==> src/rtl/pwc_pkg.sv <==
package pwc_pkg;
  // number of peripheral sources in the interrupt register: 0 keypad, 1 USB, 2 RTC
  localparam int NSRC = 3;
  // bit positions that software decodes
  localparam int ROUTE_BIT = 7;
  localparam int PD_BIT    = 7;
  localparam int LPBK_BIT  = 6;
  localparam int SSEL_BIT  = 5;

  typedef enum logic [1:0] {
    WK_IDLE  = 2'd0,
    WK_COUNT = 2'd1,
    WK_DONE  = 2'd2
  } wk_state_t;
endpackage

==> src/rtl/pwc_regs.sv <==
module pwc_regs
  import pwc_pkg::*;
(
  input  logic            clk,
  input  logic            rst,
  input  logic            sel,
  input  logic            wr_en,
  input  logic            rd_en,
  input  logic [7:0]      wdata,
  input  logic [NSRC-1:0] src_evt,
  input  logic            wake,
  output logic            route,
  output logic [NSRC-1:0] en,
  output logic [NSRC-1:0] flag,
  output logic            pd,
  output logic            lpbk,
  output logic            ssel,
  output logic [7:0]      rdata
);
  logic       wr_int, wr_misc, rd_int;
  logic [7:0] int_view, misc_view;

  assign wr_int  = wr_en && !sel;
  assign wr_misc = wr_en && sel;
  assign rd_int  = rd_en && !sel;

  always_comb begin
    int_view = '0;
    int_view[ROUTE_BIT] = route;
    for (int i = 0; i < NSRC; i++) begin
      int_view[2*i+2] = en[i];
      int_view[2*i+1] = flag[i];
    end
    misc_view = '0;
    misc_view[PD_BIT]   = pd;
    misc_view[LPBK_BIT] = lpbk;
    misc_view[SSEL_BIT] = ssel;
  end

  always_ff @(posedge clk) begin
    if (rst) begin
      route <= 1'b0;
      pd    <= 1'b0;
      lpbk  <= 1'b0;
      ssel  <= 1'b0;
      rdata <= '0;
    end else begin
      if (wr_int)      route <= wdata[ROUTE_BIT];
      else if (rd_int) route <= 1'b0;
      if (wr_misc) begin
        lpbk <= wdata[LPBK_BIT];
        ssel <= wdata[SSEL_BIT];
      end
      if (wake)         pd <= 1'b0;
      else if (wr_misc) pd <= wdata[PD_BIT];
      if (rd_en) rdata <= sel ? misc_view : int_view;
    end
  end

  for (genvar g = 0; g < NSRC; g++) begin : g_src
    always_ff @(posedge clk) begin
      if (rst) begin
        en[g]   <= 1'b0;
        flag[g] <= 1'b0;
      end else begin
        if (wr_int) en[g] <= wdata[2*g+2];
        if (src_evt[g])                   flag[g] <= 1'b1;
        else if (wr_int && !wdata[2*g+1]) flag[g] <= 1'b0;
      end
    end


    flag_set_chk: assert property (@(posedge clk) disable iff (rst)
      src_evt[g] |=> flag[g]);
  end


  bus_excl_chk: assert property (@(posedge clk) disable iff (rst)
    !(rd_en && wr_en));


  rd_clr_chk: assert property (@(posedge clk) disable iff (rst)
    rd_int |=> !route);
endmodule

==> src/rtl/pwc_wake_route.sv <==
module pwc_wake_route
  import pwc_pkg::*;
#(
  parameter int NUSR     = 8,
  parameter int WAKE_DLY = 512
) (
  input  logic            clk,
  input  logic            rst,
  input  logic            route,
  input  logic [NSRC-1:0] en,
  input  logic [NSRC-1:0] flag,
  input  logic            sc_irq,
  input  logic [NUSR-1:0] usr_irq,
  output logic            wake,
  output logic            irq0,
  output logic            irq4,
  output logic            irq5
);
  localparam int CW = $clog2(WAKE_DLY);

  wk_state_t st;
  logic [CW-1:0] cnt;
  logic periph, req;

  assign periph = |(en & flag);
  assign req    = periph || sc_irq || (|usr_irq);
  assign wake   = route && req;

  always_ff @(posedge clk) begin
    if (rst || !route) begin
      st  <= WK_IDLE;
      cnt <= '0;
    end else begin
      case (st)
        WK_IDLE: if (req) begin
          st  <= WK_COUNT;
          cnt <= CW'(1);
        end
        WK_COUNT: begin
          if (cnt == CW'(WAKE_DLY - 1)) st <= WK_DONE;
          else                          cnt <= cnt + 1'b1;
        end
        default: st <= WK_DONE;
      endcase
    end
  end

  always_ff @(posedge clk) begin
    if (rst) begin
      irq0 <= 1'b0;
      irq4 <= 1'b0;
      irq5 <= 1'b0;
    end else begin
      irq5 <= !route && periph;
      irq4 <= !route && sc_irq;
      irq0 <= route ? (st == WK_DONE && req) : (|usr_irq);
    end
  end


  route_mask_chk: assert property (@(posedge clk) disable iff (rst)
    route |=> (!irq5 && !irq4));


  early_irq0_chk: assert property (@(posedge clk) disable iff (rst)
    (route && st == WK_IDLE) |=> !irq0);
endmodule

==> src/rtl/pwc_shutdown.sv <==
module pwc_shutdown #(
  parameter int NPWR     = 4,
  parameter int SHDN_DLY = 32
) (
  input  logic            clk,
  input  logic            rst,
  input  logic            pd,
  input  logic            wake,
  input  logic [NPWR-1:0] pwr_req,
  output logic            analog_en,
  output logic [NPWR-1:0] pwr_ctl
);
  localparam int SW = $clog2(SHDN_DLY);

  logic [SW-1:0] cnt;

  always_ff @(posedge clk) begin
    if (rst) begin
      analog_en <= 1'b1;
      cnt       <= '0;
      pwr_ctl   <= '0;
    end else begin
      pwr_ctl <= pd ? '0 : pwr_req;
      if (wake) begin
        analog_en <= 1'b1;
        cnt       <= '0;
      end else if (pd) begin
        if (cnt == SW'(SHDN_DLY - 1)) analog_en <= 1'b0;
        else                          cnt <= cnt + 1'b1;
      end else begin
        analog_en <= 1'b1;
        cnt       <= '0;
      end
    end
  end


  an_fall_chk: assert property (@(posedge clk) disable iff (rst)
    $fell(analog_en) |-> $past(pd));


  pwr_force_chk: assert property (@(posedge clk) disable iff (rst)
    pd |=> (pwr_ctl == '0));


  wake_on_chk: assert property (@(posedge clk) disable iff (rst)
    wake |=> analog_en);
endmodule

==> src/rtl/pwrwake_ctrl.sv <==
module pwrwake_ctrl
  import pwc_pkg::*;
#(
  parameter int NUSR     = 8,
  parameter int NPWR     = 4,
  parameter int WAKE_DLY = 512,
  parameter int SHDN_DLY = 32
) (
  input  logic            clk,
  input  logic            rst,
  input  logic            reg_sel,
  input  logic            reg_wr,
  input  logic            reg_rd,
  input  logic [7:0]      reg_wdata,
  output logic [7:0]      reg_rdata,
  input  logic            rtc_evt,
  input  logic            usb_evt,
  input  logic            kp_evt,
  input  logic            sc_irq,
  input  logic [NUSR-1:0] usr_irq,
  input  logic [NPWR-1:0] pwr_req,
  output logic            irq0,
  output logic            irq4,
  output logic            irq5,
  output logic            analog_en,
  output logic [NPWR-1:0] pwr_ctl,
  output logic            uart_lpbk,
  output logic            ser_sel
);
  logic            route, pd, wake;
  logic [NSRC-1:0] en, flag, evt;

  assign evt = {rtc_evt, usb_evt, kp_evt};

  pwc_regs u_regs (
    .clk(clk), .rst(rst), .sel(reg_sel), .wr_en(reg_wr), .rd_en(reg_rd),
    .wdata(reg_wdata), .src_evt(evt), .wake(wake), .route(route),
    .en(en), .flag(flag), .pd(pd), .lpbk(uart_lpbk), .ssel(ser_sel),
    .rdata(reg_rdata)
  );

  pwc_wake_route #(.NUSR(NUSR), .WAKE_DLY(WAKE_DLY)) u_route (
    .clk(clk), .rst(rst), .route(route), .en(en), .flag(flag),
    .sc_irq(sc_irq), .usr_irq(usr_irq), .wake(wake),
    .irq0(irq0), .irq4(irq4), .irq5(irq5)
  );

  pwc_shutdown #(.NPWR(NPWR), .SHDN_DLY(SHDN_DLY)) u_shdn (
    .clk(clk), .rst(rst), .pd(pd), .wake(wake), .pwr_req(pwr_req),
    .analog_en(analog_en), .pwr_ctl(pwr_ctl)
  );
endmodule

==> config.mk <==
export PLATFORM = sky130hd
export DESIGN_NAME = pwrwake_ctrl
export DESIGN_NICKNAME = d
export VERILOG_FILES = /design/src/rtl/pwc_pkg.sv /design/src/rtl/pwc_regs.sv /design/src/rtl/pwc_wake_route.sv /design/src/rtl/pwc_shutdown.sv /design/src/rtl/pwrwake_ctrl.sv
export SDC_FILE = /design/constraint.sdc
export NUM_CORES = 1
export LEC_CHECK = 0
export BUFFER_PORTS_ARGS = -buffer_cell sky130_fd_sc_hd__buf_2
export CAP_MARGIN = 20
export CORE_MARGIN = 1.5
export CORE_UTILIZATION = 55
export CTS_CLUSTER_SIZE = 10
export DETAILED_ROUTE_END_ITERATION = 6
export PLACE_DENSITY = 0.9
export SLEW_MARGIN = 30
export SYNTH_ARGS = -nofsm -noshare
export SYNTH_HDL_FRONTEND = slang
export SYNTH_SLANG_ARGS = --single-unit
==> constraint.sdc <==
create_clock -name clk -period 5.15 [get_ports clk]
set_clock_uncertainty 0.1 [all_clocks]
set_input_delay 0.515 -clock clk [delete_from_list [all_inputs] [get_ports clk]]
set_output_delay 0.515 -clock clk [all_outputs]
set_load 0.01 [all_outputs]
# After elaboration in Yosys (flattened, before gate mapping)
# Cells that the tools add are included.
[totals] in_bits=29 out_inout_bits=18 word_cells=77 regBits=42
[op_classes] bitwise_logic=2 eq_ne=7 mux=16 n_addsub=2 n_reduce_logical=31
[ops] cell="9-bit two-way mux" count=2
[ops] cell="9-bit one-hot mux with 2 select lines" count=1
[ops] cell="1-bit logical AND" count=10
[ops] cell="2-bit nonzero test" count=5
[ops] cell="9-bit by 1-bit adder with 9-bit output (second input constant)" count=1
[ops] cell="9-bit equality test (second input constant)" count=1
[ops] cell="1-bit two-way mux" count=9
[ops] cell="8-bit two-way mux" count=1
[ops] cell="8-bit OR reduction" count=1
[ops] cell="3-bit OR reduction" count=2
[ops] cell="5-bit by 1-bit adder with 5-bit output (second input constant)" count=1
[ops] cell="5-bit equality test (second input constant)" count=1
[ops] cell="1-bit logical NOT" count=5
[ops] cell="2-bit two-way mux" count=2
[ops] cell="2-bit by 1-bit != test with 1-bit output (second input constant)" count=2
[ops] cell="2-bit one-hot mux with 2 select lines" count=1
[ops] cell="2-bit OR reduction" count=2
[ops] cell="3-bit AND" count=1
[ops] cell="1-bit logical OR" count=3
[ops] cell="3-bit AND reduction" count=1
[ops] cell="2-bit by 1-bit equality test with 1-bit output (second input constant)" count=1
[ops] cell="2-bit equality test (second input constant)" count=1
[ops] cell="2-bit logical NOT" count=1
[ops] cell="2-bit != test (second input constant)" count=1
[ops] cell="other kinds (2)" count=2

# Depth between registers and ports, before layout
# Gate-level depths: netlist of the first run.
[depth] word_depth=6 ltp_mapped=8

# Hierarchy
# A second synthesis of the first run with hierarchy kept.
[unflattened] cells_unflattened=191 area_unflattened_um2=1816.7
[modules_own_cells] mod="pwc_wake_route" area_per_inst_um2=765.7 seq_area_each_um2=280.3 cells_each=82 n_inst=1
[modules_own_cells] mod="pwc_regs" area_per_inst_um2=680.7 seq_area_each_um2=340.3 cells_each=74 n_inst=1
[modules_own_cells] mod="pwc_shutdown" area_per_inst_um2=370.4 seq_area_each_um2=200.2 cells_each=35 n_inst=1

# Worst setup path before layout of the first run
# No wires, ideal clock.
[synth_path] kind="reg2reg" from="reg u_route.cnt[0]" to="reg u_route.cnt[4]" setup_time_ps=66 t_arrival_ps=1851 path_stages_with_launch=9 n_path_buf=0 synth_period_minus_slack_ps=2017 required_time_ps=4984 setup_slack_ps=3133 path_cell_list="dfxtp_1 ha_1 nand3_1 nor2_1 ha_1 nor3b_4 o31ai_4 or3_1 a21oi_2"
[synth_between] elab_chain_cells=3 word_cells_on_any_way=6 classes_between="1 x add/sub; 2 x eq/ne; 2 x mux; 1 x reduce/logical"
[synth_lines] element="from (decl)" line_no="pwc_wake_route.sv:22" rtl="logic [CW-1:0] cnt;"
[synth_lines] element="from (signal assigned)" line_no="pwc_wake_route.sv:41" rtl="else cnt <= cnt + 1'b1;"
[synth_lines] element="9-bit by 1-bit adder with 9-bit output or 9-bit equality test (tied branches)" line_no="pwc_wake_route.sv:41, pwc_wake_route.sv:40"
[synth_lines] element="9-bit two-way mux or 2-bit != test (tied branches)"
[synth_lines] element="9-bit one-hot mux with 2 select lines or 3-bit AND reduction (tied branches)"
# Several ways; a longest one is shown, not always the timed one. The select of a mux whose other input is x is not followed.
# A chain may end at the register's enable or synchronous reset.

# Worst setup path after layout of the first run
# Ends and elaborated chain as after synthesis.

==> parameters.txt, run 1 <==
Parameter                              Value

Clock tree
  Count of H-tree levels built during CTS ... 2
  CTS tree ... done
  Number of gates resized after cts ... 0
  Clock Pin Slew Worst Setup and Hold Paths ... 0.12 ns
  CTS sink cnt ... 41
  CTS Buf Count ... 5
  Clk root buf ... clkbuf_4
  Longest Clk Path Bufs ... 2
  Clk Latency, worst-skew pair ... 0.35 ns
  Post-CTS setup buffer count ... 0
  Hold Buf Count CTS ... 0

Floorplan
  Boundary Pins ... 47
  Die span in y ... 59.17 um
  FP Rows ... 20
  Chip width ... 59.17 um
  Core outline area ... 3028 um2
  Starting utilization of the core area ... 0.5731
  Die ar. ... 3501 um2

Worst setup path
  Crit-path max FO ... 9
  RR Startpoint ... u_route.cnt[0]
  Kind of launch point of the worst setup path ... flip-flop
  Buffer and inverter count on the worst path ... 0
  Arrival @ worst endpoint ... 2.42 ns
  Type of the worst setup path ... reg2reg
  Critical path's top delay family ... simple AND/OR/NAND/NOR gates
  Critical Path, Cell by Cell ... ha_1, nand3_1, nor2_1, ha_1, nor3b_4, o31ai_4, or3_1, a21oi_2
  Internal reg-to-reg setup slack ... 2.93 ns
  Depth of the critical timing path with buffers and inverters included ... 8
  Reg-to-reg endpoint ... u_route.cnt[4]
  Stage delay of the slowest cell on the critical path ... 0.41 ns
  Crit-path most repeated cell ... ha_1
  Kind of capture point of the worst setup path ... flip-flop
  Depth of the worst register-to-register path ... 8
  Data required time of the worst path ... 5.35 ns
  Slowest stage cell, crit path ... nor3b_4

Power and ir drop
  Largest voltage drop on the vdd net ... approximately 0.18 mV
  Portion of total power attributed to combinational logic ... 0.087
  Net Sw Power ... ~0.13 mW
  Power density relative to cell area ... 263.5 nW/um2
  Sequential share of power ... 0.624
  Internal power ... 0.4002 mW
  Net switching share of the total power ... 0.2522
  Leakage power ... 0.8260 nW
  Part of the power in the clock network ... 0.290

Layout
  Final Net Count ... 267
  Number of antenna repair diodes ... 0
  Area overhead of the layout relative to synthesis ... 17.02%
  Share of layout cells above drive strength 1 ... 0.2596
  Count of filler cells inserted in the layout ... 261
  Utilization after layout ... 0.6707

Synthesis
  Synth area leaders ... dfxtp_1 47%, a21oi_1 5.5%, nor2_1 3.9%
  Synth top area share ... 0.4730
  Synth top cells by count ... 41 x dfxtp_1, 19 x a21oi_1, 18 x nor2_1
  Number of enable flip-flop cells after synthesis ... 0
  Number of distinct standard cells referenced by the synthesized netlist ... 44
  Syn Inst Count ... roughly 190
  Register bit count reported by yosys ... 41
  Post-synth top area cell ... dfxtp_1
  Mean cell area of the mapped netlist ... 9.086 um2
  Net count after synthesis ... 224
  Share of flip-flops with an asynchronous set or reset after synthesis ... 0
  Most numerous cell in the Yosys netlist ... dfxtp_1
  Leading register cell type out of synthesis ... dfxtp_1
  Number of warnings reported in the yosys synthesis log ... 0
  Post-Synthesis Cell Area ... approximately 1700 um2
  Share of synthesized area occupied by flip-flops and latches ... 0.4730

Global route
  Vias in the first global route ... 1383
  Global route total overflow ... 0
  First-pass GRT wire length ... around 5700 um
  Maximum number of pins on one net before global-route repair ... 25
  Combined global-route utilization of all metal layers ... 0.2157
  Number of antenna violations at the first check in global routing ... 0

Worst hold path
  Critical hold path startpoint ... pwr_req[1]
  Worst Hold End ... u_shdn.pwr_ctl[1]
  Cells on Worst Hold Path ... 2
  Worst min path class ... in2reg

Timing
  Final critical delay including setup and external delays ... 2.220 ns
  RSZ-0062 raised after global routing ... no
  Max-slew violations ... 0
  Worst setup margin ... around 2.9 ns
  Period utilisation layout ... 0.4310
  Transition time at the pin with the least slew margin ... around 0.50 ns
  Setup TNS ... 0 ns
  Relative slew slack ... 0.6657
  Setup-failing EPs final ... 0
  Hold Fails Final Rpt ... 0
  Max Clock Freq ... 0.4505 GHz

Place
  HPWL after detailed placement ... 2461 um
  Number of buffers inserted by port buffering ... between 40 and 50
  Post-placement setup slack ... 2.928 ns
  Placer Congestion ... 0.8239

Routing
  Vias after detailed routing ... 1481
  Number of DRC markers in iteration 0 ... 80
  First-pass detailed-route iteration total ... 4
  Drt total wl ... 3336 um
  Via/cell ratio ... roughly 5.3
  DRC viols ... 0
  Antenna Nets Post-Route ... 0
  Wirelength per Cell ... 11.96 um

Job
  Max-cap violations ... 0

Status
  Status ... finished clean
metal layers:
| metal | share of wire | global-route usage | vias to the layer above |
|---|---|---|---|
| met5 | 0 | 0 | - |
| met4 | 0.0078 | 0.05844 | 0 |
| met3 | 0.046 | 0.06769 | 3 |
| met2 | 0.47 | 0.3667 | 44 |
| met1 | 0.48 | 0.2634 | 677 |
| li1 | - | - | 757 |
cell type report:
type | instances | area, um2 | area share
multi-input cells | 138 | 864.6 | 0.4258
clock inverters | 3 | 17.52 | 0.008626
clock buffers | 5 | 37.54 | 0.01848
repair buffers | 44 | 220.2 | 0.1084
flip-flops and latches | 41 | 820.8 | 0.4042
inverters | 4 | 15.01 | 0.007394
well taps | 44 | 55.05 | 0.02711
sequential cells by signal, indices dropped and copies added, names as in the netlist, 2 cells and up:
register,count
u_regs.flag,3
u_shdn.cnt,5
u_regs.rdata,7
u_route.st,2
u_regs.en,3
u_shdn.pwr_ctl,4
u_route.cnt,9
how the worst max path moves through the flow:
stage	from	to
final	u_route.cnt[0]	u_route.cnt[4]
after global routing	u_route.cnt[0]	u_route.cnt[4]
after floorplan	u_route.cnt[0]	u_route.cnt[4]
after global placement	u_route.cnt[0]	u_route.cnt[4]
after CTS	u_route.cnt[0]	u_route.cnt[4]
after detailed placement	u_route.cnt[0]	u_route.cnt[4]
power groups by stage:
stage | registers (mW) | logic, mW | clock network [mW]
floorplan | 0.342 | 0.0237 | 0
global placement | 0.340 | 0.0456 | 0
detailed placement | 0.341 | 0.0467 | 0
CTS | 0.334 | 0.0468 | 0.162
global route | 0.335 | 0.0522 | 0.175
finish | 0.334 | 0.0465 | 0.155
kinds of logic (layout without fill, tap and decap cells):
family | count (synthesis) | in the layout | share of synthesized area
and+or+nand+nor | 82 | 82 | 0.2603
AOI/OAI and AO/OA | 41 | 41 | 0.1500
DFF | 41 | 41 | 0.4730
buffers and inverters | 12 | 56 | 0.02883
muxes | 7 | 7 | 0.04182
adders and majority gates | 4 | 4 | 0.02884
xor gates and xnor gates | 3 | 3 | 0.01514
other | 1 | 1 | 0.002161
metrics by stage:
step	power [mW]	hold slack, ns	cell area [um2]	std cells
global placement	0.3860	0.3401	1976	271
detailed placement	0.3874	0.3433	1976	271
floorplan	0.3655	0.3424	1735	191
CTS	0.5425	0.2313	2031	279
global route	0.5626	0.2264	2031	279
finish	0.5352	0.2481	2031	279
placed cells by master, fill, tap and decap left out, types with 2 or more instances in the layout:
| cell | Yosys | routed |
|---|---|---|
| o21ai_0 | 8 | 8 |
| mux2i_1 | 5 | 5 |
| and2_1 | 5 | 5 |
| nand4b_1 | 2 | 2 |
| clkbuf_4 | 0 | 5 |
| nor3_1 | 2 | 2 |
| nor2b_1 | 4 | 4 |
| nand2_1 | 15 | 15 |
| o21ai_2 | 2 | 2 |
| nand4_1 | 4 | 4 |
| a21oi_1 | 19 | 19 |
| a22oi_1 | 2 | 2 |
| nand3_1 | 7 | 7 |
| ha_1 | 4 | 4 |
| and3_1 | 3 | 3 |
| buf_2 | 1 | 44 |
| nor4_1 | 2 | 2 |
| a211oi_1 | 3 | 3 |
| clkinv_2 | 0 | 2 |
| dfxtp_1 | 41 | 41 |
| nand2b_1 | 7 | 7 |
| nand3b_1 | 5 | 5 |
| nor2_1 | 18 | 18 |
| xor2_1 | 2 | 2 |
| inv_1 | 4 | 4 |
(Power assumes the default switching activity.)
==> inputs of run 2 (changes only) <==
- ABC_AREA: unset -> 1
- CORE_UTILIZATION: 55 -> 52
- PLACE_DENSITY: 0.9 -> 0.85
- clock period: 5.15 -> 2.2 ns (I/O delays scaled with it)
==> parameters.txt, run 2 <==
Parameter                              Value

Synthesis
  Share of synthesized area occupied by flip-flops and latches ... 0.4438
  Synth area leaders ... dfxtp_1 44%, nand2_1 9.7%, nor2_1 6.9%
  Mean cell area of the mapped netlist ... around 7.6 um2
  Synth top area share ... 0.4438
  Post-Synthesis Cell Area ... approximately 1800 um2
  Syn Inst Count ... between 200 and 250
  Share of flip-flops with an asynchronous set or reset after synthesis ... 0
  Number of enable flip-flop cells after synthesis ... 0
  Most numerous cell in the Yosys netlist ... nand2_1
  Register bit count reported by yosys ... approximately 40
  Synth top cells by count ... 48 x nand2_1, 41 x dfxtp_1, 34 x nor2_1
  Post-synth top area cell ... dfxtp_1
  Leading register cell type out of synthesis ... dfxtp_1
  Net count after synthesis ... roughly 280
  Number of distinct standard cells referenced by the synthesized netlist ... 27
  Number of warnings reported in the yosys synthesis log ... 0

Layout
  Area taken by flip-flops and latches ... 822.0 um2
  Final standard cell area without fillers ... 2217 um2
  Most frequent cells in the layout ... 48 x nand2_1, 44 x buf_2, 40 x dfxtp_1
  Final Net Count ... 328
  Register with the most flip-flops ... u_route.cnt
  Count of filler cells inserted in the layout ... around 320
  Leading registers by flop count ... u_route.cnt (9), u_regs.rdata (7), u_shdn.cnt (5)
  Number of antenna repair diodes ... 0
  Area overhead of the layout relative to synthesis ... 19.89%
  Share of layout cells above drive strength 1 ... 0.2500
  Max reg flops ... 9
  Commonest non-fill, non-tap cell in the layout ... nand2_1
  Multi-input gate area ... 892.1 um2
  Utilization after layout ... 0.6592
  Final cell count without fillers ... approximately 340

Job
  Max-cap violations ... 0

Place
  Number of buffers inserted by port buffering ... 44
  Placer Congestion ... 0.7880
  Cell Count Post-Placement ... around 330
  Post-placement setup slack ... 0.2068 ns
  Instance area at placement ... 2101 um2
  HPWL after detailed placement ... 2625 um

Worst hold path
  Worst min path class ... in2reg
  Cells on Worst Hold Path ... 3
  Critical hold path startpoint ... usb_evt
  Worst Hold End ... u_regs.flag[1]

Global route
  Global route hottest layer ... met2
  Global route total overflow ... 0
  First-pass GRT wire length ... 6389 um
  Number of antenna violations at the first check in global routing ... 0
  Global-route met3 utilization ... 0.05586
  Maximum number of pins on one net before global-route repair ... 15
  Combined global-route utilization of all metal layers ... 0.2030
  Vias in the first global route ... 1535
  Met2 GRT Util ... 0.3239
  GRT met1 Usage ... 0.2629

Routing
  Via/cell ratio ... 4.863
  DRC viols ... 0
  First-pass detailed-route iteration total ... 4
  Drt total wl ... 3564 um
  Wirelength per Cell ... approximately 10 um
  Vias after detailed routing ... ~1700
  Number of DRC markers in iteration 0 ... 59
  Antenna Nets Post-Route ... 0

Worst setup path
  Kind of launch point of the worst setup path ... flip-flop
  Reg-to-reg endpoint ... u_route.cnt[6]
  Kind of capture point of the worst setup path ... flip-flop
  Critical Path, Cell by Cell ... ha_1, nand2_1, nor2_2, nand3_1, nor2_1, ha_1, inv_1, nand2_2, nand3_4, nand2_4, nand2_2, a21oi_2
  Type of the worst setup path ... reg2reg
  Crit-path max FO ... 8
  Slowest stage cell, crit path ... dfxtp_1
  Arrival @ worst endpoint ... ~2.2 ns
  Stage delay of the slowest cell on the critical path ... 0.39 ns
  RR Startpoint ... u_route.cnt[1]
  Data required time of the worst path ... 2.38 ns
  Depth of the worst register-to-register path ... 12
  Internal reg-to-reg setup slack ... around 0.22 ns

Timing
  Setup TNS ... 0 ns
  Max Clock Freq ... 0.5055 GHz
  Hold Fails Final Rpt ... 0
  Final critical delay including setup and external delays ... 1.978 ns
  RSZ-0062 raised after global routing ... no
  Period utilisation layout ... 0.8992
  Max-slew violations ... 0
  Setup-failing EPs final ... 0
  Worst setup margin ... 0.2217 ns

Floorplan
  Core outline area ... 3363 um2
  Starting utilization of the core area ... 0.5499
  Boundary Pins ... 47
  Die ar. ... a little under 4000 um2
  Chip width ... between 60 and 70 um
  FP Rows ... 21
  Die span in y ... roughly 63 um

Clock tree
  CTS Buf Count ... 5
  Count of H-tree levels built during CTS ... 2
  CTS sink cnt ... 41
  CTS tree ... done
  Longest Clk Path Bufs ... 2
  Clk root buf ... clkbuf_4
  Post-CTS setup buffer count ... 0
  Clock Pin Slew Worst Setup and Hold Paths ... approximately 0.12 ns
  Clk Latency, worst-skew pair ... 0.34 ns

Power and ir drop
  Leakage power ... 0.9961 nW
  Power density relative to cell area ... approximately 580 nW/um2
  Largest voltage drop on the vdd net ... between 0.4 and 0.5 mV

Status
  Status ... finished clean
run 2: cell types whose count changed after synthesis, sizes merged, moves of 8 or more:
cell,change
inv,+26
nand2,+39
nand2b,-8
nand3,+16
nor2,+20
run 2: cell type report:
class / count / area share
Timing Repair Buffer: 50 / 0.1264
Tap cell: 46 / 0.02596
Clock buffer: 7 / 0.02032
Clock inverter: 1 / 0.003386
Inverter: 30 / 0.05079
Sequential cell: 41 / 0.3708
Multi-Input combinational cell: 167 / 0.4024
run 2: worst max-delay path, delay by kind of cell, from the launching register on:
kind                     cells  cell delay, ns
AND/OR/NAND/NOR              8            0.85
flip-flops                   1            0.39
adder cells (fa/ha/maj)      2            0.39
AO/OA/AOI/OAI                1            0.13
buffers and inverters        1            0.06
run 2: per-stage QoR:
stage	power, mW	hold WS, ns
detailed placement	0.9395	0.3370
floorplan	0.8861	0.2322
global route	1.352	0.02093
CTS	1.299	0.004142
global placement	0.9366	0.3300
finish	1.294	0.006542
run 2: worst max-delay path by stage:
stage	startpoint	end	cells after the start
after floorplan	u_route.cnt[0]	u_route.cnt[6]	12
after global placement	u_route.cnt[0]	u_route.cnt[6]	12
after detailed placement	u_route.cnt[0]	u_route.cnt[6]	12
after CTS	u_route.cnt[0]	u_route.cnt[6]	12
after global routing	u_route.cnt[1]	u_route.cnt[2]	12
final	u_route.cnt[1]	u_route.cnt[6]	12
run 2: timing repair:
action / 4_1_cts / 5_1_grt
endpoints found under the hold margin: 6 / 0
hold buffers: 6 / 0
resized for setup: 0 / 2
setup endpoints to repair: 0 / 8
run 2: logic make-up (layout without fill, tap and decap cells):
kind of cell | after synthesis | after routing | share of synthesized area
AO/OA/AOI/OAI | 40 | 40 | 0.1211
AND/OR/NAND/NOR | 120 | 120 | 0.3214
flip-flops | 41 | 41 | 0.4438
other | 1 | 1 | 0.002028
adder cells (fa/ha/maj) | 4 | 4 | 0.02706
buffers and inverters | 34 | 88 | 0.07510
XOR/XNOR | 2 | 2 | 0.009474
run 2: metal layers:
layer | wire [um] | part of all wire
met2 | 1612 | 0.45
met5 | 0 | 0
met1 | 1704 | 0.48
met4 | 29 | 0.0081
met3 | 218 | 0.061
run 2: report_power, final:
group	total (mW)	leakage (nW)	switching (mW)	internal, mW
Combinational	0.146	0.635	0.0819	0.0637
Clock	0.363	0.0255	0.237	0.126
Sequential	0.786	0.336	0.0166	0.769
Total	1.29	0.996	0.335	0.959
